--- src/rtl/pit_pkg.sv ---
// Package: shared offsets and control-word bit positions for the interval timer.
// Assumes a 16-bit control word with the layout described in the brief.
package pit_pkg;
    localparam int CTRL_W = 16;

    localparam int B_EN   = 0;
    localparam int B_RLD  = 1;
    localparam int B_FLAG = 2;
    localparam int B_IE   = 3;
    localparam int B_OVW  = 4;
    localparam int B_DBG  = 5;
    localparam int B_DOZE = 6;
    localparam int B_PRE  = 8;

    // Bits that are stored (flag is stored separately by event logic).
    localparam logic [CTRL_W-1:0] STORE_MASK   = 16'h0F7B;
    // Stored bits whose change forces a restart (all but interrupt enable).
    localparam logic [CTRL_W-1:0] RESTART_MASK = 16'h0F73;

    localparam logic [2:0] OFS_CTRL = 3'd0;
    localparam logic [2:0] OFS_MOD  = 3'd2;
    localparam logic [2:0] OFS_CNT  = 3'd4;
endpackage

--- src/rtl/pit_regs.sv ---
// Module: control word and modulus storage with the flag event logic.
// Assumes one register write per cycle. A terminal event wins over a clear in the same cycle.
module pit_regs
    import pit_pkg::*;
#(
    parameter int CNT_W = 16
) (
    input  logic              clk,
    input  logic              rst_n,
    input  logic              wr_ctrl,
    input  logic              wr_mod,
    input  logic [CTRL_W-1:0] wdata,
    input  logic              terminal,
    output logic [CTRL_W-1:0] ctrl_q,
    output logic [CNT_W-1:0]  mod_q,
    output logic              restart,
    output logic              restart_rld,
    output logic              ovw_load
);
    logic              flag_q;
    logic [CTRL_W-1:0] bits_q;
    logic              flag_d;

    // Decode which write side effects happen this cycle.
    always_comb begin
        restart     = wr_ctrl && (((wdata ^ bits_q) & RESTART_MASK) != '0);
        restart_rld = wdata[B_RLD];
        ovw_load    = wr_mod && bits_q[B_OVW];
    end

    // Next flag: cleared by a one written to it or by a modulus write, set by a terminal event.
    always_comb begin
        flag_d = flag_q;
        if (wr_ctrl && wdata[B_FLAG]) flag_d = 1'b0;
        if (wr_mod)                   flag_d = 1'b0;
        if (terminal)                 flag_d = 1'b1;
    end

    // Register the control bits, flag and modulus.
    always_ff @(posedge clk) begin
        if (!rst_n) begin
            bits_q <= '0;
            flag_q <= 1'b0;
            mod_q  <= '0;
        end else begin
            flag_q <= flag_d;
            if (wr_ctrl) bits_q <= wdata & STORE_MASK;
            if (wr_mod)  mod_q  <= wdata[CNT_W-1:0];
        end
    end

    // Assemble the visible control word.
    always_comb begin
        ctrl_q         = bits_q;
        ctrl_q[B_FLAG] = flag_q;
    end
endmodule

--- src/rtl/pit_prescaler.sv ---
// Module: divides the clock by 2*2^pre to produce a single-cycle tick.
// Assumes pre changes only together with a clear; it holds its phase while disabled.
module pit_prescaler #(
    parameter int PRE_W = 4
) (
    input  logic             clk,
    input  logic             rst_n,
    input  logic             en,
    input  logic             clr,
    input  logic [PRE_W-1:0] pre,
    output logic             tick
);
    localparam int DIV_W = (1 << PRE_W);

    logic [DIV_W-1:0] div_q;
    logic [DIV_W-1:0] last;
    logic [DIV_W-1:0] one;

    // Terminal value of the divider for the current prescale.
    always_comb begin
        one  = {{(DIV_W-1){1'b0}}, 1'b1};
        last = (one << ({1'b0, pre} + 1'b1)) - one;
        tick = en && (div_q == last);
    end

    // Step the divider while enabled; clear on restart.
    always_ff @(posedge clk) begin
        if (!rst_n || clr)  div_q <= '0;
        else if (tick)      div_q <= '0;
        else if (en)        div_q <= div_q + one;
    end
endmodule

--- src/rtl/pit_counter.sv ---
// Module: the down counter with restart, overwrite load and terminal reload.
// Assumes restart and overwrite load never coincide. A load suppresses a same-cycle tick.
module pit_counter #(
    parameter int CNT_W = 16
) (
    input  logic             clk,
    input  logic             rst_n,
    input  logic             tick,
    input  logic             rld,
    input  logic [CNT_W-1:0] mod_val,
    input  logic             restart,
    input  logic             restart_rld,
    input  logic             ovw_load,
    input  logic [CNT_W-1:0] load_val,
    output logic [CNT_W-1:0] cnt_q,
    output logic             terminal
);
    localparam logic [CNT_W-1:0] ALL_ONES = '1;

    logic [CNT_W-1:0] limit;
    logic [CNT_W-1:0] restart_limit;

    // Pick reload limits and flag the terminal event.
    always_comb begin
        limit         = rld ? mod_val : ALL_ONES;
        restart_limit = restart_rld ? mod_val : ALL_ONES;
        terminal      = tick && (cnt_q == '0) && !restart && !ovw_load;
    end

    // Update the count by priority: restart, overwrite, tick.
    always_ff @(posedge clk) begin
        if (!rst_n)               cnt_q <= ALL_ONES;
        else if (restart)         cnt_q <= restart_limit;
        else if (ovw_load)        cnt_q <= load_val;
        else if (terminal)        cnt_q <= limit;
        else if (tick)            cnt_q <= cnt_q - 1'b1;
    end
endmodule

--- src/rtl/pit_timer.sv ---
// Module: top of the interval timer with register decode and read mux.
// Assumes byte offsets on bus_addr and a single-cycle write strobe.
module pit_timer
    import pit_pkg::*;
#(
    parameter int CNT_W  = 16,
    parameter int PRE_W  = 4,
    parameter int ADDR_W = 3
) (
    input  logic              clk,
    input  logic              rst_n,
    input  logic [ADDR_W-1:0] bus_addr,
    input  logic              bus_wr,
    input  logic [CNT_W-1:0]  bus_wdata,
    output logic [CNT_W-1:0]  bus_rdata,
    output logic              irq
);
    logic              wr_ctrl;
    logic              wr_mod;
    logic [CTRL_W-1:0] ctrl_q;
    logic [CNT_W-1:0]  mod_q;
    logic [CNT_W-1:0]  cnt_q;
    logic              restart;
    logic              restart_rld;
    logic              ovw_load;
    logic              tick;
    logic              terminal;

    // Decode write targets.
    always_comb begin
        wr_ctrl = bus_wr && (bus_addr == ADDR_W'(OFS_CTRL));
        wr_mod  = bus_wr && (bus_addr == ADDR_W'(OFS_MOD));
    end

    pit_regs #(.CNT_W(CNT_W)) u_regs (
        .clk(clk), .rst_n(rst_n), .wr_ctrl(wr_ctrl), .wr_mod(wr_mod),
        .wdata(bus_wdata), .terminal(terminal), .ctrl_q(ctrl_q), .mod_q(mod_q),
        .restart(restart), .restart_rld(restart_rld), .ovw_load(ovw_load)
    );

    pit_prescaler #(.PRE_W(PRE_W)) u_pre (
        .clk(clk), .rst_n(rst_n), .en(ctrl_q[B_EN]), .clr(restart || ovw_load),
        .pre(ctrl_q[B_PRE +: PRE_W]), .tick(tick)
    );

    pit_counter #(.CNT_W(CNT_W)) u_cnt (
        .clk(clk), .rst_n(rst_n), .tick(tick), .rld(ctrl_q[B_RLD]),
        .mod_val(mod_q), .restart(restart), .restart_rld(restart_rld),
        .ovw_load(ovw_load), .load_val(bus_wdata), .cnt_q(cnt_q),
        .terminal(terminal)
    );

    // Read mux over the three mapped offsets.
    always_comb begin
        case (bus_addr)
            ADDR_W'(OFS_CTRL): bus_rdata = ctrl_q;
            ADDR_W'(OFS_MOD):  bus_rdata = mod_q;
            ADDR_W'(OFS_CNT):  bus_rdata = cnt_q;
            default:           bus_rdata = '0;
        endcase
    end

    // Level interrupt request.
    always_comb irq = ctrl_q[B_FLAG] && ctrl_q[B_IE];
endmodule

--- config.mk ---
export PLATFORM = sky130hd
export DESIGN_NAME = pit_timer
export DESIGN_NICKNAME = d
export VERILOG_FILES = /design/src/rtl/pit_pkg.sv /design/src/rtl/pit_regs.sv /design/src/rtl/pit_prescaler.sv /design/src/rtl/pit_counter.sv /design/src/rtl/pit_timer.sv
export SDC_FILE = /design/constraint.sdc
export NUM_CORES = 1
export LEC_CHECK = 0
export ABC_AREA = 0
export BUFFER_PORTS_ARGS = -buffer_cell sky130_fd_sc_hd__buf_2
export CORE_UTILIZATION = 54
export DETAILED_ROUTE_END_ITERATION = 10
export PLACE_DENSITY = 0.8
export SLEW_MARGIN = 20
export SYNTH_ARGS = -nofsm -noshare
export SYNTH_HDL_FRONTEND = slang
export SYNTH_SLANG_ARGS = --single-unit
--- constraint.sdc ---
create_clock -name clk -period 3.5 [get_ports clk]
set_clock_uncertainty 0.15 [all_clocks]
set_input_delay 0.525 -clock clk [delete_from_list [all_inputs] [get_ports clk]]
set_output_delay 0.525 -clock clk [all_outputs]
set_load 0.02 [all_outputs]
Word-level counts from Yosys, hierarchy flattened
Cells that the tools add are included.
- bits in registers: 59
- output and inout bits: 17
- logic and storage cells: 45
- add/sub/neg operators: 4
- eq/ne operators: 3
- shifts and indexed selects: 1
- mux-type cells: 10
- bitwise gates (word level): 1
- reductions and logical operators: 21
- operator list (kind ; count):
    $mux 16 ; 6
    $pmux 16 s3 ; 1
    $sub 16x1->16 const B ; 2
    $add 16x1->16 const B ; 1
    $eq 16x16->1 ; 1
    $logic_not 16->1 ; 1
    $reduce_bool 16->1 ; 1
    $shl 1x5->16 const A ; 1
    $xor 12x12->12 ; 1
    $logic_and 1x1->1 ; 10
    $add 4x1->5 const B ; 1
    $reduce_bool 4->1 ; 1
    $eq 3x2->1 const B ; 1
    $eq 3x3->1 const B ; 1
    $logic_not 1->1 ; 3
    $logic_not 3->1 ; 1
    $mux 1 ; 3
    $reduce_bool 3->1 ; 1
    $logic_or 1x1->1 ; 2
    $reduce_or 2->1 ; 1

Depth between registers and ports, before layout
- depth after elaboration: 11
- mapped depth: 16
- depth with buffers taken out: 11

Modules after synthesis
From an unflattened synthesis, not the netlist that was laid out.
- cell total of the unflattened synthesis: 547
- area, all modules: 4506.8 µm²
- modules (own cells, without submodules) (module ; instances ; cells each ; area an instance (µm²) ; sequential area each (µm²)):
    pit_prescaler ; 1 ; 181 ; 1375.1 ; 320.3
    pit_counter ; 1 ; 179 ; 1322.5 ; 320.3
    pit_regs ; 1 ; 108 ; 1183.6 ; 540.5
    pit_timer ; 1 ; 79 ; 625.6 ; 0.0

Worst setup path before layout
No wires, ideal clock.
- kind: reg-to-reg
- start point: register u_regs.bits_q[11]
- end point: register u_cnt.cnt_q[13]
- setup time: 0.077 ns
- arrival: 2.906 ns
- path slack: 0.368 ns
- stages on the path, launching flop included: 15
- clock period less this slack: 3.132 ns
- cells stage by stage: dfxtp_1 > buf_2 > buf_2 > nor2_1 > nand2_1 > ha_1 > or3b_1 > a211o_1 > o211ai_2 > nand3_1 > nor4_2 > and3_1 > buf_6 > mux2_4 > a41oi_2
- word-level cells in the longest chain between the ends: 11
- elaborated cells on any way between the ends: 16
- those cells by class: 2 x add/sub; 1 x eq/ne; 1 x shift; 3 x mux; 1 x bitwise; 8 x reduce/logical
- RTL lines (what ; line ; source):
    start: declaration ; pit_regs.sv:21 ; logic [CTRL_W-1:0] bits_q;
    start signal: assignment ; pit_regs.sv:47 ; if (wr_ctrl) bits_q <= wdata & STORE_MASK;
    $add 4x1->5 ; pit_prescaler.sv:22 ; last = (one << ({1'b0, pre} + 1'b1)) - one;
    $shl 1x5->16 ; pit_prescaler.sv:22 ;
    $sub 16x1->16 ; pit_prescaler.sv:22 ;
    $eq 16x16->1 ; pit_prescaler.sv:23 ; tick = en && (div_q == last);
    $logic_and 1x1->1 ; pit_prescaler.sv:23 ;
    $logic_and 1x1->1 (3 in a row) ; pit_counter.sv:27 ; terminal = tick && (cnt_q == '0) && !restart && !ovw_load;
    $mux 16 ; pit_counter.sv:35 ; else if (terminal) cnt_q <= limit;
    $mux 16 ; pit_counter.sv:34 ; else if (ovw_load) cnt_q <= load_val;
    $mux 16 ; pit_counter.sv:33 ; else if (restart) cnt_q <= restart_limit;
    end signal: assignment ; pit_counter.sv:33 ;
    end signal: assignment ; pit_counter.sv:34 ;
    end signal: assignment ; pit_counter.sv:35 ;
    end: declaration ; pit_counter.sv:15 ; output logic [CNT_W-1:0] cnt_q,
Parallel ways exist; a longest one is shown, timed or not.
A chain may end at the register's enable or synchronous reset.

Final worst setup path
- start point: register u_regs.bits_q[10]
- end point: register u_cnt.cnt_q[13]
The elaborated chain is that of the path after synthesis.

==> results_dict.tcl <==
set metrics [dict create \
    synth_nets 599 \
    rsz0062_at_grt "false" \
    crit_path_start "u_regs.bits_q[10]$_SDFFE_PN0P_" \
    powerDensity_nw_per_um2 321 \
    drive_gt1_share_pct 15.0 \
    gp_congestion 0.980 \
    syn2layout_area_growth_pct 10.1 \
    avgRoutedWirePerCell_um 18.2 \
    drv_slew 0 \
    hp-class "input pin to register" \
    clockBufferDepth 2 \
    synth-async-reset-ratio_pct 0 \
    core.rowCount 31 \
    holdWs_ns 0.285 \
    cts.htree.levels 3 \
    start_kind "register" \
    crit_fanout 13 \
    numPortBuffers 38 \
    period_share_pct 94.5 \
    cp.arrival_ns 3.44 \
    synth-edff-count 0 \
    via_per_inst 6.46 \
    chipWidth_um 90.7 \
    via_count 4520 \
    outcome "finished clean" \
    cp_top_family "simple AND/OR/NAND/NOR gates" \
    clkTransAtPathRegs_ns 0.07 \
    syn_area_per_cell_um2 7.40 \
    grt_pass1_vias 4160 \
    grt_usage_pct 31.9 \
    antenna_found_initial 0 \
    synth_area_um2 4250 \
    core_area_um2 7450 \
    relSlewSlack_pct 38.9 \
    drv_cap 0 \
    synthFlopType "dfxtp_1" \
    clk_latency_ns 0.35 \
    min_period_ns 3.31 \
    fp.dieH_um 90.7 \
    path_buf_inv 1 \
    finalSetupTns_ns 0 \
    ys_types 73 \
    yosys_warnings 0 \
    dieArea_um2 8230 \
    nNetsFinal 622 \
    num_antenna_cells 0 \
    cts_tree "yes" \
    tightest_slew_ns 0.914 \
    cts-root-buf "clkbuf_8" \
    cpPeakStageDelay_ns 0.42 \
    initial_core_util_pct 57.1 \
    drc 0 \
    grt_pass1_wl_um 21000 \
    cts_buffers 9 \
    worstSetupPathType "register to register" \
    wirelength_um 12800 \
    io_pins 39 \
    power_leakage_nw 1.81 \
    finalSetupViolations 0 \
    grt-ovfl-total 0 \
    grt_max_degree 30 \
    ant_nets 0 \
    postCtsSetupBuffers 0 \
    crit_path_end_kind "register" \
    synth_seq_cells 59 \
    hold_buffers 0 \
    peakVddDrop_mv 0.211 \
    ys_seq_area_share_pct 27.8 \
    drt-initial-drc-count 418 \
    total_power_mw 1.50 \
    reg2reg_from "u_regs.bits_q[10]$_SDFFE_PN0P_" \
    hold_viol 0 \
    final_cell_mix "nand2_1, nor2_1, dfxtp_1, buf_2, a21boi_0" \
    slowest_stage "and3_1" \
    dp_slack_ns 0.258 \
    min_from "bus_wdata[7]" \
    critical_path.cell_chain "nor2_1, nand2_1, ha_1, buf_4, or3b_1, a211o_1, o211ai_2, nand3_1, nor4_2, and3_1, mux2_4, a41oi_2" \
    synthCells 574 \
    hpwl_um 8750 \
    final_common_cell "nand2_1" \
    numClockSinks 59 \
    final_util_pct 62.8 \
    critical_path_required_ns 3.63 \
    fmax_mhz 302 \
    setup_ws_ns 0.193 \
    cts_resized 0 \
    drt_pass1_iterations 5 \
]
-- registers in the layout, summed over array words and instances, names as in the netlist --
register	cells
u_regs.bits_q	10
u_pre.div_q	16
u_regs.mod_q	16
u_regs.flag_q	1
u_cnt.cnt_q	16
-- power by group --
group          switching [mW]  internal [mW]
combinational           0.125         0.0758
clock                   0.289          0.309
sequential             0.0174          0.683
total                   0.431           1.07
-- synthesized netlist by cell type (4+ instances only) --
master | number | area (µm²)
a211oi_1 | 4 | 30.0
a21boi_0 | 27 | 203
a21oi_1 | 21 | 105
a22oi_1 | 5 | 37.5
a31oi_1 | 17 | 106
and2_1 | 4 | 25.0
and3_1 | 8 | 50.1
buf_2 | 16 | 80.1
buf_6 | 4 | 45.0
clkbuf_1 | 22 | 82.6
dfxtp_1 | 59 | 1180
inv_1 | 11 | 41.3
mux2i_1 | 14 | 140
nand2_1 | 105 | 394
nand3_1 | 14 | 70.1
nand4_1 | 7 | 43.8
nand4b_1 | 6 | 52.6
nor2_1 | 66 | 248
nor2b_1 | 5 | 31.3
nor3_1 | 9 | 45.0
nor4_1 | 5 | 31.3
nor4b_1 | 4 | 35.0
o211ai_1 | 10 | 75.1
o21ai_0 | 10 | 50.1
o22ai_1 | 8 | 50.1
o311ai_1 | 4 | 35.0
xnor2_1 | 24 | 210
xor2_1 | 18 | 158
-- worst min-delay path, cell delays in order --
cell and delay, ns:
buf_2 0.11, nand2_1 0.04, a21boi_0 0.06
-- routing by layer --
metal,wire [µm],track usage [%],share of wire (%),vias to the layer above
li1,-,-,-,2081
met1,5430,41.6,43,2092
met2,5600,49.7,44,303
met3,1330,6.31,10,44
met4,397,16.1,3.1,0
met5,0,0,0,-
-- final timing paths --
kind	to	slack, ns	cells past startpoint
max	u_cnt.cnt_q[13]$_SDFFE_PN1P_	0.19	12
min reg2reg	u_regs.bits_q[3]$_SDFFE_PN0P_	0.33	2
max reg2reg	u_cnt.cnt_q[13]$_SDFFE_PN1P_	0.19	12
min	u_regs.mod_q[7]$_SDFFE_PN0P_	0.28	3
-- logic make-up (layout without fill, tap and decap cells) --
kind of cell	Yosys count	in the layout	share of synthesized area, %
simple gates	261	261	30.0
fa+ha+maj	3	3	0.883
mux	15	15	3.65
xor+xnor	42	42	8.66
buf+inv	58	85	6.48
compound gates	135	135	22.5
flops	59	59	27.8
other cells	1	1	0.0883
-- final cells by class --
cell class,count,area [µm²]
Tap cell,99,124
Clock inverter,2,10.0
Multi-Input combinational cell,457,2800
Inverter,11,41.3
Sequential cell,59,1180
Timing Repair Buffer,59,348
Clock buffer,13,169
Fill cell,685,2770
-- per-stage QoR --
stage | instances | area, µm²
global route | 700 | 4680
global placement | 685 | 4500
CTS | 700 | 4680
detailed placement | 685 | 4500
finish | 700 | 4680
floorplan | 574 | 4250
(Power assumes the default switching activity.)
